File: src/rtl/fuse_bank_reader.sv
module fuse_bank_reader #(
  parameter int unsigned CLK_HZ       = 250_000_000,
  parameter int unsigned BANK_W       = 8,
  parameter int unsigned WORD_W       = 8,
  parameter int unsigned SEC_ROWS     = 44,
  parameter int unsigned SEC_WORDS    = 3,
  parameter int unsigned NB_WORDS     = 3,
  parameter int unsigned SB_WORDS     = 4,
  parameter int unsigned PULSE_NS     = 100,
  parameter int unsigned WORD_WAIT_NS = 100_000
) (
  input  logic              clk,
  input  logic              rst_n,
  input  logic              req_valid,
  input  logic [1:0]        req_op,
  input  logic [BANK_W-1:0] req_bank,
  input  logic [WORD_W-1:0] req_word,
  output logic              busy,
  output logic              rsp_valid,
  output logic [1:0]        rsp_status,
  output logic [31:0]       rsp_data,
  output logic              bus_req,
  output logic              bus_sel,
  output logic              bus_we,
  output logic [3:0]        bus_addr,
  output logic [31:0]       bus_wdata,
  input  logic              bus_ack,
  input  logic [31:0]       bus_rdata
);

  localparam longint unsigned NS_PER_S  = 64'd1_000_000_000;
  localparam longint unsigned PULSE_RAW = (64'(CLK_HZ) * 64'(PULSE_NS) + NS_PER_S - 1) / NS_PER_S;
  localparam longint unsigned LONG_RAW  = (64'(CLK_HZ) * 64'(WORD_WAIT_NS) + NS_PER_S - 1) / NS_PER_S;
  localparam int unsigned PULSE_CYC = (PULSE_RAW == 0) ? 1 : 32'(PULSE_RAW);
  localparam int unsigned LONG_CYC  = (LONG_RAW == 0) ? 1 : 32'(LONG_RAW);
  localparam int unsigned MAX_CYC   = (LONG_CYC > PULSE_CYC) ? LONG_CYC : PULSE_CYC;
  localparam int unsigned CNT_W     = $clog2(MAX_CYC + 1);

  localparam logic [BANK_W-1:0] NB_BANK = BANK_W'(SEC_ROWS);
  localparam logic [BANK_W-1:0] SB_BANK = BANK_W'(SEC_ROWS + 1);
  localparam logic [WORD_W-1:0] SEC_WN  = WORD_W'(SEC_WORDS);
  localparam logic [WORD_W-1:0] NB_WN   = WORD_W'(NB_WORDS);
  localparam logic [WORD_W-1:0] SB_WN   = WORD_W'(SB_WORDS);

  localparam logic [1:0] OP_READ  = 2'd0;
  localparam logic [1:0] ST_OK    = 2'd0;
  localparam logic [1:0] ST_INVAL = 2'd1;
  localparam logic [1:0] ST_NOIMP = 2'd2;
  localparam logic [1:0] ST_UNSUP = 2'd3;

  localparam logic [3:0] OFF_CTRL = 4'h0;
  localparam logic [3:0] OFF_PORT = 4'h4;
  localparam logic [3:0] OFF_PTR  = 4'h8;

  typedef enum logic [2:0] {S_IDLE, S_RD, S_WR, S_PWAIT, S_WWAIT, S_PRD, S_RESP} state_t;

  state_t            state;
  logic [2:0]        step;
  logic [CNT_W-1:0]  cnt;
  logic [WORD_W-1:0] wcnt, word_q, nw_q;
  logic              sel_q;
  logic [31:0]       rmw_q, data_q;
  logic [1:0]        status_q;

  logic [3:0] step_addr;
  logic       step_set;
  logic [4:0] step_bit;

  always_comb begin
    step_addr = OFF_CTRL;
    step_set  = 1'b1;
    step_bit  = 5'd3;
    case (step)
      3'd0: begin step_set = 1'b0; step_bit = 5'd15; end
      3'd1: step_bit = 5'd13;
      3'd2: begin step_addr = OFF_PTR; step_bit = 5'd8; end
      3'd3: step_bit = 5'd14;
      3'd4: begin step_set = 1'b0; step_bit = 5'd14; end
      3'd5: step_bit = 5'd3;
      3'd6: begin step_set = 1'b0; step_bit = 5'd3; end
      default: step_bit = 5'd3;
    endcase
  end

  wire [31:0] bit_mask = 32'd1 << step_bit;

  assign busy       = (state != S_IDLE);
  assign rsp_valid  = (state == S_RESP);
  assign rsp_status = status_q;
  assign rsp_data   = (status_q == ST_OK) ? data_q : 32'd0;

  assign bus_req   = (state == S_RD) || (state == S_WR) || (state == S_PRD);
  assign bus_sel   = sel_q;
  assign bus_we    = (state == S_WR);
  assign bus_addr  = (state == S_PRD) ? OFF_PORT : step_addr;
  assign bus_wdata = (state == S_WR) ? (step_set ? (rmw_q | bit_mask) : (rmw_q & ~bit_mask)) : 32'd0;

  always_ff @(posedge clk or negedge rst_n) begin
    if (!rst_n) begin
      state    <= S_IDLE;
      step     <= 3'd0;
      cnt      <= '0;
      wcnt     <= '0;
      word_q   <= '0;
      nw_q     <= '0;
      sel_q    <= 1'b0;
      rmw_q    <= 32'd0;
      data_q   <= 32'd0;
      status_q <= ST_OK;
    end else begin
      case (state)
        S_IDLE: if (req_valid) begin
          data_q <= 32'd0;
          word_q <= req_word;
          step   <= 3'd0;
          wcnt   <= '0;
          state  <= S_RESP;
          if (req_op != OP_READ)
            status_q <= ST_UNSUP;
          else if (req_bank < NB_BANK)
            status_q <= (req_word < SEC_WN) ? ST_NOIMP : ST_INVAL;
          else if (req_bank == NB_BANK && req_word < NB_WN) begin
            status_q <= ST_OK; sel_q <= 1'b0; nw_q <= NB_WN; state <= S_RD;
          end else if (req_bank == SB_BANK && req_word < SB_WN) begin
            status_q <= ST_OK; sel_q <= 1'b1; nw_q <= SB_WN; state <= S_RD;
          end else
            status_q <= ST_INVAL;
        end
        S_RD: if (bus_ack) begin
          rmw_q <= bus_rdata;
          state <= S_WR;
        end
        S_WR: if (bus_ack) begin
          if (step == 3'd6) begin
            cnt   <= CNT_W'(PULSE_CYC - 1);
            state <= S_PWAIT;
          end else if (step == 3'd7) begin
            cnt   <= CNT_W'(LONG_CYC - 1);
            state <= S_WWAIT;
          end else begin
            step  <= step + 3'd1;
            state <= S_RD;
          end
        end
        S_PWAIT: if (cnt == '0) begin
          step  <= 3'd7;
          state <= S_RD;
        end else cnt <= cnt - 1'b1;
        S_WWAIT: if (cnt == '0) state <= S_PRD;
          else cnt <= cnt - 1'b1;
        S_PRD: if (bus_ack) begin
          if (wcnt == word_q) data_q <= bus_rdata;
          if (wcnt == nw_q - 1'b1) state <= S_RESP;
          else begin
            wcnt  <= wcnt + 1'b1;
            cnt   <= CNT_W'(LONG_CYC - 1);
            state <= S_WWAIT;
          end
        end
        default: state <= S_IDLE;
      endcase
    end
  end

  logic [31:0] idle_cnt;
  always_ff @(posedge clk or negedge rst_n) begin
    if (!rst_n) idle_cnt <= 32'd0;
    else if (bus_req && bus_ack) idle_cnt <= 32'd0;
    else if (!bus_req && idle_cnt != 32'hFFFF_FFFF) idle_cnt <= idle_cnt + 32'd1;
  end

  AST_BUS_HOLD: assert property (@(posedge clk) disable iff (!rst_n)
    bus_req && !bus_ack |=> bus_req && $stable(bus_addr) && $stable(bus_we) && $stable(bus_wdata) && $stable(bus_sel));
  AST_UNSUP_QUIET: assert property (@(posedge clk) disable iff (!rst_n)
    !busy && req_valid && req_op != OP_READ |=> rsp_valid && rsp_status == ST_UNSUP && !bus_req);
  AST_OUT_OF_RANGE_QUIET: assert property (@(posedge clk) disable iff (!rst_n)
    !busy && req_valid && req_op == OP_READ && req_bank > SB_BANK |=> rsp_valid && rsp_status == ST_INVAL && !bus_req);
  AST_RSP_WHILE_BUSY: assert property (@(posedge clk) disable iff (!rst_n)
    rsp_valid |-> busy ##1 !rsp_valid);
  AST_PORT_WAIT: assert property (@(posedge clk) disable iff (!rst_n)
    $rose(bus_req) && bus_addr == OFF_PORT |-> idle_cnt >= LONG_CYC);

endmodule

File: config.mk
export PLATFORM = sky130hd
export DESIGN_NAME = fuse_bank_reader
export DESIGN_NICKNAME = d
export VERILOG_FILES = /design/src/rtl/fuse_bank_reader.sv
export SDC_FILE = /design/constraint.sdc
export NUM_CORES = 1
export LEC_CHECK = 0
export BUFFER_PORTS_ARGS = -buffer_cell sky130_fd_sc_hd__buf_2
export CAP_MARGIN = 20
export CORE_ASPECT_RATIO = 0.5
export CORE_MARGIN = 8
export CORE_UTILIZATION = 45
export CTS_CLUSTER_DIAMETER = 100
export DETAILED_ROUTE_END_ITERATION = 8
export HOLD_SLACK_MARGIN = 0.12
export PLACE_DENSITY = 0.78
export SLEW_MARGIN = 10
export SYNTH_ARGS = -nofsm -noshare
export SYNTH_HDL_FRONTEND = slang
export SYNTH_SLANG_ARGS = --single-unit
File: constraint.sdc
create_clock -name clk -period 3.2 [get_ports clk]
set_clock_uncertainty 0.2 [all_clocks]
set_input_delay 0.16 -clock clk [delete_from_list [all_inputs] [get_ports clk]]
set_output_delay 0.16 -clock clk [all_outputs]
set_load 0.005 [all_outputs]
==> run metrics <==
Final Hold Vio Count=0; I/O Pins=129; Post-synth EDFFs=0; root buffer cell=clkbuf_16; RSZ-0062 raised after global routing=false; Die Y=roughly 97 um; Finished Cell Area=7510 um^2; Filler cells=approximately 1.0k; Placed Area=6670 um^2; post-synth cell types=56; pin count of the biggest net entering global routing=86; drt initial violations=297; die width=around 180 um; Area growth syn-to-layout=28.3%; vias in the first global route=5641; syn_area_per_cell=roughly 9.4 um^2; DR vias=5410; post-CTS setup buffer count=0; initial core utilization=0.462; FP Rows=29; CP arrival=3.01 ns; CTS buffer count=9; outcome=finished clean; hold crit path type=in -> async; Non-Filler Instances=between 900 and 1k; Crit Path Category=reg -> reg; CP Launch Type=flip-flop; fin crit share=0.930; pwr/cell area=788 nW/um^2; aggregate global routing overflow=0; fraction of registers with async set/reset=1.00; worst-path maximum fanout=21; clk_lat worst skew=0.35 ns; Via density=5.62; Most used DFF post-synth=dfrtp_1; layout cells sized above 1=0.224; max_cap viols=0; H-tree Lvls=3; HPWL Detailed=~11 mm; # nets final=849; sum of negative setup slack=0 ns; CP Capture Type=flip-flop; Cell Area, Synth=5850 um^2; DRC Markers=0; gr usage total=0.199; Tightest Pin Transition=0.824 ns; clk slew on worst S/H paths=about 0.070 ns; Worst VDD drop=0.408 mV; total leakage power=around 0.0038 uW; register area share after synthesis=0.449; drt first pass iters=5; ANT nets after route=0; routability cong.=0.901; Ys Warns=0; Avg WL per Cell=17.7 um; most frequent cells in the layout=buf_2 (125), dfrtp_1 (105), nand2_1 (86), inv_1 (49), dlygate4sd3_1 (49); Clock Path Buffers=2; Fmax achieved=336 MHz; core region area=12700 um^2; # clock sinks=105; Worst Path Required=3.23 ns; minimum clock period after layout=2.98 ns; placed insts=895; Slew Limit Fails=0; first-pass GRT wire length=between 20 and 30 mm; Final setup viols=0; commonest non-fill, non-tap cell in the layout=buf_2; port bufs=126; Synth Instances=~620; Max-slew headroom=0.450; initial antenna violation count=1; final WL=17.0 mm; CTS tree=done; synthesized flop and latch total=105; die area=17100 um^2
## layer usage
layer | up-vias | GRT usage | routed length [um]
li1 | 2539 | - | -
met1 | 2627 | 0.236 | 6960
met2 | 195 | 0.340 | 8620
met3 | 49 | 0.0411 | 898
met4 | 0 | 0.0917 | 523
met5 | - | 0 | 0
## final timing paths
path	startpoint	endpoint	slack (ns)	cells past startpoint
setup / recovery	state[1]	rsp_status[1]	0.22	6
hold / removal	rst_n	data_q[28]	0.12	2
setup reg to reg	state[1]	rsp_status[1]	0.22	6
hold reg to reg	rmw_q[2]	rmw_q[2]	0.29	1
max in group asynchronous	rst_n	data_q[14]	1.89	4
min in group clk	req_bank[1]	nw_q[2]	0.16	6
## report_power, final
group	internal [uW]	leakage, uW	switching, uW
registers	1860	0.00135	480
clock network	639	0.000150	524
logic	1030	0.00230	1380
## registers in the layout (all words and copies together) (netlist names), 3 cells and up
signal / cells
cnt: 15
data_q: 32
rmw_q: 32
state: 3
step: 3
wcnt: 8
word_q: 8
## synth_stat cells, drive strengths merged (5+ instances only)
library cell,number,area [um^2]
a211oi,6,45.0
nor3b,7,52.6
nand3,6,30.0
a21oi,20,108
mux2i,35,350
or3,7,43.8
nor2,19,71.3
nand2,87,327
mux2,32,360
o31ai,6,45.0
buf,9,56.3
or4,5,45.0
a31oi,9,71.3
a32o,5,50.1
dfrtp,105,2630
clkbuf,34,128
nor3,44,220
ha,9,113
and3,30,188
o21ai,20,100
nand4,9,56.3
inv,50,188
xnor2,8,70.1
nor4,16,115
## worst max-delay path, cell delays in order, from the launching register on
cell and delay [ns]:
dfrtp_1 0.64, nor3_2 0.32, nand2_1 0.31, nor3_1 0.20, dlygate4sd3_1 0.57, a21oi_1 0.06
dlygate4sd3_1 0.56
## logic make-up after synthesis
logic type / count (synthesis) / share of synthesized area
other: 1 / 0.000641
and+or+nand+nor: 245 / 0.218
xor gates and xnor gates: 10 / 0.0150
muxes: 67 / 0.121
AOI/OAI and AO/OA: 94 / 0.114
adders and majority gates: 9 / 0.0192
buffers and inverters: 93 / 0.0635
DFF: 105 / 0.449
## metrics by stage
stage / util / hold slack, ns / total power (uW) / worst slack [ns]
after floorplan: - / -0.336 / 3920 / 0.876
after global placement: 0.527 / 0.176 / 4570 / 0.580
after detailed placement: 0.527 / 0.175 / 4680 / 0.496
after CTS: 0.590 / 0.155 / 5910 / 0.0800
after global routing: 0.593 / 0.162 / 6320 / 0.0765
final: 0.593 / 0.124 / 5910 / 0.223
## timing repair
| item | 4_1_cts | 5_1_grt |
|---|---|---|
| endpoints found under the hold margin | 162 | 0 |
| hold buffers | 49 | 0 |
| resized for setup | 0 | 1 |
| endpoints found under the setup margin | 0 | 1 |
## cell type report
class                   instances  area (um^2)  area share
multi-input cells             427         2870       0.383
flip-flops and latches        105         2630       0.350
repair buffers                193         1290       0.172
clock buffers                  10          239      0.0318
well taps                     170          213      0.0283
inverters                      50          188      0.0250
clock inverters                 6         72.6     0.00967
diodes                          1         2.50    0.000333
Note: power is estimated with default switching activity, not from simulation.
